<file path="config.mk">
export PLATFORM = sky130hd
export DESIGN_NAME = dp_collision_arbiter
export DESIGN_NICKNAME = d
export VERILOG_FILES = /design/src/rtl/dpc_pkg.sv /design/src/rtl/dpc_port_stage.sv /design/src/rtl/dpc_match.sv /design/src/rtl/dpc_busy_owner.sv /design/src/rtl/dp_collision_arbiter.sv
export SDC_FILE = /design/constraint.sdc
export NUM_CORES = 1
export LEC_CHECK = 0
export BUFFER_PORTS_ARGS = -buffer_cell sky130_fd_sc_hd__buf_4
export CAP_MARGIN = 20
export CORE_MARGIN = 8
export CORE_UTILIZATION = 35
export CTS_CLUSTER_DIAMETER = 80
export DETAILED_ROUTE_END_ITERATION = 10
export PLACE_DENSITY = 0.63
export SETUP_SLACK_MARGIN = 0.2
export SYNTH_ARGS = -nofsm -noshare
export SYNTH_HDL_FRONTEND = slang
export SYNTH_SLANG_ARGS = --single-unit
export TNS_END_PERCENT = 100
</file>
<file path="constraint.sdc">
create_clock -name clk -period 2.5 [get_ports clk]
set_clock_uncertainty 0.1 [all_clocks]
set_input_delay 0 -clock clk [delete_from_list [all_inputs] [get_ports clk]]
set_output_delay 0 -clock clk [all_outputs]
set_load 0.005 [all_outputs]
</file>
<file path="src/rtl/dpc_pkg.sv">
package dpc_pkg;

  localparam int NPORTS = 2;
  localparam int PL     = 0;
  localparam int PR     = 1;

  typedef enum logic [1:0] {
    OWN_NONE  = 2'd0,
    OWN_LEFT  = 2'd1,
    OWN_RIGHT = 2'd2
  } owner_e;

  // Later arrival loses; a change on both sides in one cycle goes to the right.
  function automatic owner_e pick_owner(input logic chg_l, input logic chg_r,
                                        input logic left_last);
    if (chg_r) return OWN_RIGHT;
    if (chg_l) return OWN_LEFT;
    return left_last ? OWN_LEFT : OWN_RIGHT;
  endfunction

endpackage

</file>
<file path="src/rtl/dpc_port_stage.sv">
module dpc_port_stage #(
  parameter int ADDR_W = 11
) (
  input  logic              clk,
  input  logic              rst,
  input  logic [ADDR_W-1:0] addr_i,
  input  logic              en_n_i,
  input  logic              we_n_i,
  input  logic              busy_in_n_i,
  output logic [ADDR_W-1:0] addr_q,
  output logic              en_q,
  output logic              we_q,
  output logic              bsy_q,
  output logic              chg_q
);

  logic en_i;
  logic moved;

  assign en_i  = ~en_n_i;
  assign moved = (addr_i != addr_q) || (en_i != en_q);

  always_ff @(posedge clk) begin
    if (rst) begin
      addr_q <= '0;
      en_q   <= 1'b0;
      we_q   <= 1'b0;
      bsy_q  <= 1'b0;
      chg_q  <= 1'b0;
    end else begin
      addr_q <= addr_i;
      en_q   <= en_i;
      we_q   <= ~we_n_i;
      bsy_q  <= ~busy_in_n_i;
      chg_q  <= moved;
    end
  end

endmodule

</file>
<file path="src/rtl/dpc_match.sv">
module dpc_match #(
  parameter int ADDR_W = 11
) (
  input  logic [ADDR_W-1:0] addr_l,
  input  logic [ADDR_W-1:0] addr_r,
  input  logic              en_l,
  input  logic              en_r,
  output logic              hit
);

  always_comb begin
    hit = en_l && en_r && (addr_l == addr_r);
  end

endmodule

</file>
<file path="src/rtl/dpc_busy_owner.sv">
module dpc_busy_owner
  import dpc_pkg::*;
(
  input  logic clk,
  input  logic rst,
  input  logic master_mode,
  input  logic hit,
  input  logic chg_l,
  input  logic chg_r,
  input  logic en_l,
  input  logic en_r,
  input  logic we_l,
  input  logic we_r,
  input  logic bsy_l,
  input  logic bsy_r,
  output logic l_busy_n,
  output logic r_busy_n,
  output logic l_wr_go,
  output logic r_wr_go
);

  owner_e own_q, own_d;
  logic   left_last_q;
  logic   busy_l_d, busy_r_d;

  always_comb begin
    if (!hit) begin
      own_d = OWN_NONE;
    end else if (own_q == OWN_NONE || chg_l || chg_r) begin
      own_d = pick_owner(chg_l, chg_r, left_last_q);
    end else begin
      own_d = own_q;
    end
  end

  always_comb begin
    if (master_mode) begin
      busy_l_d = (own_d == OWN_LEFT);
      busy_r_d = (own_d == OWN_RIGHT);
    end else begin
      busy_l_d = bsy_l;
      busy_r_d = bsy_r;
    end
  end

  always_ff @(posedge clk) begin
    if (rst) begin
      own_q       <= OWN_NONE;
      left_last_q <= 1'b0;
      l_busy_n    <= 1'b1;
      r_busy_n    <= 1'b1;
      l_wr_go     <= 1'b0;
      r_wr_go     <= 1'b0;
    end else begin
      own_q <= master_mode ? own_d : OWN_NONE;
      if (chg_r) begin
        left_last_q <= 1'b0;
      end else if (chg_l) begin
        left_last_q <= 1'b1;
      end
      l_busy_n <= ~busy_l_d;
      r_busy_n <= ~busy_r_d;
      l_wr_go  <= en_l && we_l && !busy_l_d;
      r_wr_go  <= en_r && we_r && !busy_r_d;
    end
  end

endmodule

</file>
<file path="src/rtl/dp_collision_arbiter.sv">
module dp_collision_arbiter
  import dpc_pkg::*;
#(
  parameter int ADDR_W = 11
) (
  input  logic              clk,
  input  logic              rst,
  input  logic              master_mode,
  input  logic [ADDR_W-1:0] l_addr,
  input  logic              l_en_n,
  input  logic              l_we_n,
  input  logic              l_busy_in_n,
  input  logic [ADDR_W-1:0] r_addr,
  input  logic              r_en_n,
  input  logic              r_we_n,
  input  logic              r_busy_in_n,
  output logic              l_busy_n,
  output logic              r_busy_n,
  output logic              l_wr_go,
  output logic              r_wr_go
);

  logic [ADDR_W-1:0] addr_in [NPORTS];
  logic              en_n_in [NPORTS];
  logic              we_n_in [NPORTS];
  logic              bin_n_in[NPORTS];

  logic [ADDR_W-1:0] addr_q  [NPORTS];
  logic              en_q    [NPORTS];
  logic              we_q    [NPORTS];
  logic              bsy_q   [NPORTS];
  logic              chg_q   [NPORTS];
  logic              hit;

  assign addr_in[PL]  = l_addr;
  assign addr_in[PR]  = r_addr;
  assign en_n_in[PL]  = l_en_n;
  assign en_n_in[PR]  = r_en_n;
  assign we_n_in[PL]  = l_we_n;
  assign we_n_in[PR]  = r_we_n;
  assign bin_n_in[PL] = l_busy_in_n;
  assign bin_n_in[PR] = r_busy_in_n;

  for (genvar p = 0; p < NPORTS; p++) begin : g_port
    dpc_port_stage #(.ADDR_W(ADDR_W)) u_stage (
      .clk        (clk),
      .rst        (rst),
      .addr_i     (addr_in[p]),
      .en_n_i     (en_n_in[p]),
      .we_n_i     (we_n_in[p]),
      .busy_in_n_i(bin_n_in[p]),
      .addr_q     (addr_q[p]),
      .en_q       (en_q[p]),
      .we_q       (we_q[p]),
      .bsy_q      (bsy_q[p]),
      .chg_q      (chg_q[p])
    );
  end

  dpc_match #(.ADDR_W(ADDR_W)) u_match (
    .addr_l(addr_q[PL]),
    .addr_r(addr_q[PR]),
    .en_l  (en_q[PL]),
    .en_r  (en_q[PR]),
    .hit   (hit)
  );

  dpc_busy_owner u_owner (
    .clk        (clk),
    .rst        (rst),
    .master_mode(master_mode),
    .hit        (hit),
    .chg_l      (chg_q[PL]),
    .chg_r      (chg_q[PR]),
    .en_l       (en_q[PL]),
    .en_r       (en_q[PR]),
    .we_l       (we_q[PL]),
    .we_r       (we_q[PR]),
    .bsy_l      (bsy_q[PL]),
    .bsy_r      (bsy_q[PR]),
    .l_busy_n   (l_busy_n),
    .r_busy_n   (r_busy_n),
    .l_wr_go    (l_wr_go),
    .r_wr_go    (r_wr_go)
  );

endmodule

</file>
Yosys cells after proc, flatten, opt, wreduce, memory -nomap -nowiden --
Index checks and enable logic that the tools add are counted.
Storage, ports and cells: flip-flop bits (word level) 37, output and inout bits 4, word-level logic and storage cells 63
Cells by class: eq/ne operators 7, multiplexer cells 16, bitwise logic cells 9, reduce and logical (&&, ||, !) cells 15
Operator list (count):
- 11-bit inequality test | 2
- 2-bit 2-to-1 mux | 7
- 11-bit equality test | 1
- 1-bit 2-to-1 mux | 9
- 1-bit NOT | 9
- 1-bit logical AND | 6
- 1-bit logical OR | 4
- 2-bit OR reduction | 2
- 2-bit by 1-bit equality test with 1-bit output, second input constant | 1
- 2-bit equality test, second input constant | 1
- 1-bit zero test | 2
- 2-bit zero test | 1
- 1-bit inequality test | 2

Longest topological paths before layout --
Gate-level depths: netlist of run 1.
depth after elaboration 16, depth in mapped cells 4, depth with buffers taken out 4

Cells and area by module --
Synthesis of run 1 repeated with hierarchy kept, for this count alone.
Second synthesis, totals: cells, all modules 138, area total of the unflattened synthesis 1451.4 um^2
Modules (own cells, without submodules):
- dpc_port_stage | instances 2, cells an instance 46, area an instance 515.5 um^2
- dpc_busy_owner | instances 1, cells an instance 30, area an instance 290.3 um^2
- dpc_match | instances 1, cells an instance 16, area an instance 130.1 um^2

Worst setup path before layout of run 1 --
OpenSTA, ideal clock, no wires.
path type register to register, start register g_port[1].u_stage.addr_q[4], end register u_owner.r_busy_n, library setup time 0.138 ns, arrival 0.974 ns, required time 2.262 ns, slack 1.288 ns, cell stages (with the launch flop) 5, buffers on the path 0, clock period less this slack 1.212 ns, cells stage by stage dfxtp_1 > xnor2_1 > nand4_1 > nor3_1 > a22oi_1
On the way: word-level cells in the longest chain between the ends 6
RTL lines:
- start: declaration | line dpc_port_stage.sv:10 | output logic [ADDR_W-1:0] addr_q,
- start signal: assignment | line dpc_port_stage.sv:31 | addr_q <= addr_i;
- 11-bit equality test | line dpc_match.sv:12 | hit = en_l && en_r && (addr_l == addr_r);
- 1-bit logical AND | line dpc_match.sv:12
- 2-bit 2-to-1 mux | line dpc_busy_owner.sv:27 | if (!hit) begin
- 2-bit equality test | line dpc_busy_owner.sv:39 | busy_r_d = (own_d == OWN_RIGHT);
- 1-bit 2-to-1 mux | line dpc_busy_owner.sv:37 | if (master_mode) begin
- 1-bit NOT | line dpc_busy_owner.sv:62 | r_busy_n <= ~busy_r_d;
- end signal: assignment | line dpc_busy_owner.sv:62
- end: declaration | line dpc_busy_owner.sv:17 | output logic r_busy_n,
No other way between the ends. A chain may end at the register's enable or synchronous reset.

Worst setup path after layout of run 1 --
start register g_port[1].u_stage.addr_q[7], end register u_owner.r_busy_n
The elaborated chain is that of the path after synthesis.

==> flow_summary.json, run 1 <==
{
  "drt-total-wl_um": 3250,
  "seq_area_um2": 741,
  "drive_above_1_share_pct": 19.4,
  "ctsHtreeMaxLevel": 2,
  "hold_class": "primary input to flop",
  "final.period_utilization_pct": 58.6,
  "cts_setup_buffers": 0,
  "cts_tree": "done",
  "ir_drop_mv": 0.262,
  "via_count": 1189,
  "cp_max_fo": 3,
  "finalSetupViolCount": 0,
  "synthArstFlopShare_pct": 0,
  "design.core.area_mm2": 0.00403,
  "leakagePower_nw": 0.918,
  "hold_viol_final": 0,
  "cts-buffers-inserted": 5,
  "fin_util_pct": 53.5,
  "num_rows": 23,
  "synth_top_area_share_pct": 50.3,
  "endpoint_kind": "flop",
  "port_buffers": 34,
  "n_fill_cell": 378,
  "syn_nets": 175,
  "clock-sinks": 37,
  "grt_use_met3_pct": 4.64,
  "synthTopCellsByArea": "dfxtp_1 (50%), xor2_1 (13%), nor2b_1 (11%)",
  "power.density_mw_per_mm2": 567,
  "globalplace.congestion": 0.851,
  "yosysTopAreaCell": "dfxtp_1",
  "cts.clk_slew.worst_paths_ns": 0.07,
  "ys.flop_type": "dfxtp_1",
  "synthCells": 144,
  "antennaDiodeCount": 0,
  "ys_types": 24,
  "grt_use_total_pct": 10.9,
  "synthTopCellsByCount": "dfxtp_1 (37), nor2b_1 (25), xor2_1 (22)",
  "design_area_mm2": 0.00216,
  "fin_nets": 242,
  "die_w_um": 80.9,
  "antenna_found_initial": 0,
  "syn-cell-area_mm2": 0.00147,
  "ys_ff_latch": 37,
  "yosysWarnings": 0,
  "multi_input_area_um2": 718,
  "grt_pass1_vias": 1244,
  "start_kind": "flop",
  "dr.pass1.iters": 4,
  "wire_per_inst_um": 12.5,
  "ys_seq_area_share_pct": 50.3,
  "grt_overflow": 0,
  "min_period_ns": 1.46,
  "grt_pass1_wl_um": 5450,
  "final.setup.worst_slack_ns": 1.04,
  "max_clock_freq_mhz": 683,
  "drt_iter0_markers": 53,
  "cap_violations": 0,
  "die_area_mm2": 0.00654,
  "max_stage_delay_ns": 0.39,
  "status": "finished clean",
  "top_usage_layer": "met2",
  "rsz0062_at_grt": "false",
  "initial_core_util_pct": 36.6,
  "area_delta_synth_final_pct": 46.3,
  "critical_path_class": "flop to flop",
  "syn-mean-instance-area_um2": 10.2,
  "setup_tns_ns": 0,
  "yosysMostFrequentCell": "dfxtp_1",
  "post-route-drc-count": 0,
  "slew_violations": 0,
  "dieHeight_um": 80.9,
  "pre_cts_ws_ns": 1.01,
  "synth_edf_count": 0,
  "drt-vias-per-instance": 4.56,
  "worst_pin_slew_ns": 0.395,
  "clock_path_buffers": 2,
  "maxSlewHeadroom_pct": 73.4,
  "clock_latency_ns": 0.28,
  "ios": 35,
  "grt_max_degree": 36,
  "crit_arrival_ns": 1.51,
  "slowest_stage": "nor3_1",
  "required_ns": 2.55,
  "dpl_cell_area_mm2": 0.00178,
  "ant_nets": 0,
  "grt_util_met2_pct": 17.2,
  "crit_chain": "xnor2_1 > nand4_1 > nor3_1 > a22oi_1",
  "cts-root-buf": "clkbuf_8",
  "grt_util_met1_pct": 11.7
}
-- kinds of logic (layout without fill, tap and decap cells) --
group                     count (synthesis)  after routing  synth area share, %
and+or+nand+nor                          59             59                 24.0
DFF                                      37             37                 50.3
xor gates and xnor gates                 35             35                 20.8
AOI/OAI and AO/OA                         9              9                 3.90
buffers and inverters                     4             71                 1.02
-- cells in the final DEF (no fill, tap or decap), drive strengths merged, types with 7 or more instances in the layout --
cell         synthesis  final
clkbuf               3      7
dlygate4sd3          0     29
xor2                22     22
nor2                 9      9
dfxtp               37     37
xnor2               13     13
nor4                 7      7
buf                  0     34
nor2b               25     25
-- worst paths after layout --
kind,from,to,slack (ns),depth (start not counted)
worst max register to register,g_port[1].u_stage.addr_q[7],u_owner.r_busy_n,1.04,4
worst min register to register,g_port[1].u_stage.bsy_q,u_owner.r_busy_n,0.35,1
worst max-delay path,g_port[1].u_stage.addr_q[7],u_owner.r_busy_n,1.04,4
worst min-delay path,rst,g_port[1].u_stage.en_q,0.01,2
-- worst max-delay path: cells and delay by family (launching register included) --
family,cells,cell delay [ns]
simple gates,2,0.57
xor+xnor,1,0.19
compound gates,1,0.15
flops,1,0.33
-- layout make-up --
cell class / count / share of cell area [%]
Inverter: 1 / 0.174
Tap cell: 50 / 2.90
Sequential cell: 37 / 34.3
Multi-Input combinational cell: 103 / 33.3
Clock buffer: 7 / 4.00
Timing Repair Buffer: 63 / 25.3
-- per-layer routing --
| layer | vias to the layer above | part of all wire (%) | routed length, um |
|---|---|---|---|
| met1 | 543 | 42 | 1380 |
| met4 | 0 | 3.0 | 97 |
| met3 | 9 | 6.2 | 201 |
| li1 | 609 | - | - |
| met2 | 28 | 48 | 1580 |
| met5 | - | 0 | 0 |
-- power breakdown --
part           total (mW)  internal [mW]  switching (mW)
clock network       0.405          0.218           0.187
logic               0.177          0.110          0.0670
registers           0.640          0.618          0.0221
-- state kept, by name, summed over array words and instances, names as in the netlist, 2 cells and up --
signal / flops
g_port.u_stage.we_q: 2
u_owner.own_q: 2
g_port.u_stage.chg_q: 2
g_port.u_stage.bsy_q: 2
g_port.u_stage.en_q: 2
g_port.u_stage.addr_q: 22
-- stage by stage --
stage / total power [mW] / hold slack [ns] / cells
2_1_floorplan: 0.728 / -0.0333 / 144
3_3_place_gp: 0.792 / 0.0523 / 225
3_5_place_dp: 0.795 / 0.0542 / 225
4_1_cts: 1.24 / 0.00321 / 261
5_1_grt: 1.30 / 0.0225 / 261
6_report: 1.22 / 0.0105 / 261
-- timing repair --
action / 4_1_cts / 5_1_grt
gates resized for setup: 0 / 0
hold buffers: 29 / 0
hold endpoints to repair: 32 / 0
Note: power is estimated with default switching activity, not from simulation.
==> run 2: changes to the inputs <==
- PLACE_DENSITY: 0.63 -> 0.65
- clock period: 2.5 -> 1.3 ns (I/O delays scaled with it)
==> run 2 against run 1 <==
The run now ends with negative setup slack left. Sequential cell count stayed put. Maximum frequency is 11% higher. Utilization is 5.7 points higher. Setup slack worse by 1.1 ns. Hold slack worse by 0.00097 ns. Die area stayed put. Routed wire length is 19% higher. Clock power is 120% higher. Cell area is 11% higher. Power is 110% higher. Register-to-register slack worse by 1.1 ns. Critical path depth stayed put. Critical path type unchanged. Critical endpoint unchanged. Largest power group unchanged. Highest routed layer unchanged.
==> flow_summary.json, run 2 (same netlist as run 1, synthesis figures left out) <==
{
  "dp_hpwl_um": 2530,
  "largest_reg_flops": 22,
  "max_clock_freq_mhz": 757,
  "design.core.area_mm2": 0.00403,
  "port_buffers": 34,
  "cts.clk_slew.worst_paths_ns": 0.07,
  "endpoint_kind": "flop",
  "clock_latency_ns": 0.29,
  "grt_pass1_vias": 1364,
  "slowest_stage": "dfxtp_2",
  "cts-root-buf": "clkbuf_8",
  "reg2reg_depth": 4,
  "grt_overflow": 0,
  "area_delta_synth_final_pct": 62.1,
  "grt_use_total_pct": 12.5,
  "ff2ff_setup_slack_ns": -0.02,
  "globalplace.congestion": 0.767,
  "fin_nets": 244,
  "hold_viol_final": 0,
  "power.density_mw_per_mm2": 1060,
  "crit_arrival_ns": 1.39,
  "final_common_cell": "buf_4",
  "drt-vias-per-instance": 4.66,
  "min_from": "rst",
  "maxSlewHeadroom_pct": 75.7,
  "placedCellCount": 225,
  "grt_pass1_wl_um": 6230,
  "status": "complete, but fails checks",
  "most-common-layout-cells": "buf_4 (36), dlygate4sd3_1 (27), nor2b_1 (25)",
  "initial_core_util_pct": 36.6,
  "clock-sinks": 37,
  "regMostFlops": "g_port.u_stage.addr_q",
  "fin_cells": 264,
  "required_ns": 1.37,
  "drt-total-wl_um": 3860,
  "dieHeight_um": 80.9,
  "antenna_found_initial": 0,
  "max_stage_delay_ns": 0.34,
  "leakagePower_nw": 1.01,
  "drive_above_1_share_pct": 38.8,
  "critical_path_class": "flop to flop",
  "r2r_start": "g_port[1].u_stage.addr_q[5]",
  "grt_max_degree": 36,
  "min_path_cells": 2,
  "ir_drop_mv": 0.700,
  "crit_chain": "xnor2_2 > nand4_1 > nor3_2 > a22oi_1",
  "dr.pass1.iters": 4,
  "worstReg2RegEnd": "u_owner.r_busy_n",
  "hold_class": "primary input to flop",
  "clock_path_buffers": 2,
  "ctsHtreeMaxLevel": 2,
  "ios": 35,
  "post-route-drc-count": 0,
  "slew_violations": 0,
  "final.period_utilization_pct": 102,
  "die_area_mm2": 0.00654,
  "finalSetupViolCount": 3,
  "num_rows": 23,
  "fin_util_pct": 59.3,
  "via_count": 1231,
  "antennaDiodeCount": 0,
  "cts_tree": "done",
  "cts-buffers-inserted": 5,
  "start_kind": "flop",
  "worst_pin_slew_ns": 0.365,
  "final.setup.worst_slack_ns": -0.0207,
  "min_period_ns": 1.32,
  "ant_nets": 0,
  "cap_violations": 0,
  "drt_iter0_markers": 36,
  "cp_max_fo": 3,
  "min_to": "g_port[1].u_stage.bsy_q",
  "rsz0062_at_grt": "true",
  "violations": "negative setup slack",
  "die_w_um": 80.9,
  "wire_per_inst_um": 14.6
}
-- run 2: changes by cell type in the layout (fill, tap and decap cells not counted), sizes merged --
| cell | delta |
|---|---|
| buf | +2 |
| dlygate4sd3 | -2 |
| dlymetal6s4s | +2 |
| clkinv | +1 |
-- run 2: through the flow --
step | power (mW) | cell area, um2 | hold slack (ns) | TNS, ns | worst slack, ns
3_3_place_gp | 1.53 | 1810 | 0.0513 | -0.0741 | -0.0267
2_1_floorplan | 1.41 | 1500 | -0.0358 | 0 | 0.116
5_1_grt | 2.64 | 2390 | 0.0264 | -0.502 | -0.109
6_report | 2.54 | 2390 | 0.00953 | -0.0514 | -0.0207
4_1_cts | 2.52 | 2300 | 0.00831 | -0.0225 | -0.0123
3_5_place_dp | 1.54 | 1810 | 0.0524 | -0.199 | -0.0688
-- run 2: cell type report --
type	instances	area (um2)
clock inverter	1	5.00
clock buffer	7	96.3
fill	353	1640
multi-input combinational	103	883
sequential	37	772
timing repair buffer	65	566
tap	50	62.6
inverter	1	3.75
-- run 2: where the power goes --
part,leakage (nW),switching [mW],internal [mW]
Sequential,0.313,0.0588,1.19
Clock,0.0542,0.400,0.479
Combinational,0.640,0.160,0.247
Total,1.01,0.618,1.92
-- run 2: critical path, delay by kind of cell, from the launching register on --
family	cells	cell delay [ns]
and+or+nand+nor	2	0.46
DFF	1	0.34
xor gates and xnor gates	1	0.17
AOI/OAI and AO/OA	1	0.12
-- run 2: worst max path at each step --
| stage | from | end | slack [ns] |
|---|---|---|---|
| CTS | g_port[1].u_stage.addr_q[10] | u_owner.r_busy_n | -0.01 |
| global route | g_port[0].u_stage.addr_q[9] | u_owner.own_q[0] | -0.11 |
| floorplan | g_port[0].u_stage.addr_q[0] | u_owner.own_q[1] | 0.12 |
| detailed placement | g_port[0].u_stage.addr_q[2] | u_owner.own_q[0] | -0.07 |
| finish | g_port[1].u_stage.addr_q[5] | u_owner.r_busy_n | -0.02 |
| global placement | g_port[1].u_stage.addr_q[9] | u_owner.own_q[1] | -0.03 |
-- run 2: timing repair --
action	CTS	global route
setup endpoints to repair	8	8
hold endpoints to repair	32	0
gates resized for setup	20	17
setup buffers	1	1
hold buffers	29	0
pin swaps	14	16
-- run 2: routing by layer --
layer,GRT usage [%],share of wire (%),up-vias
met1,11.9,35,586
li1,-,-,609
met3,4.08,5.4,10
met4,6.07,2.4,0
met5,0,0,-
met2,23.7,57,26
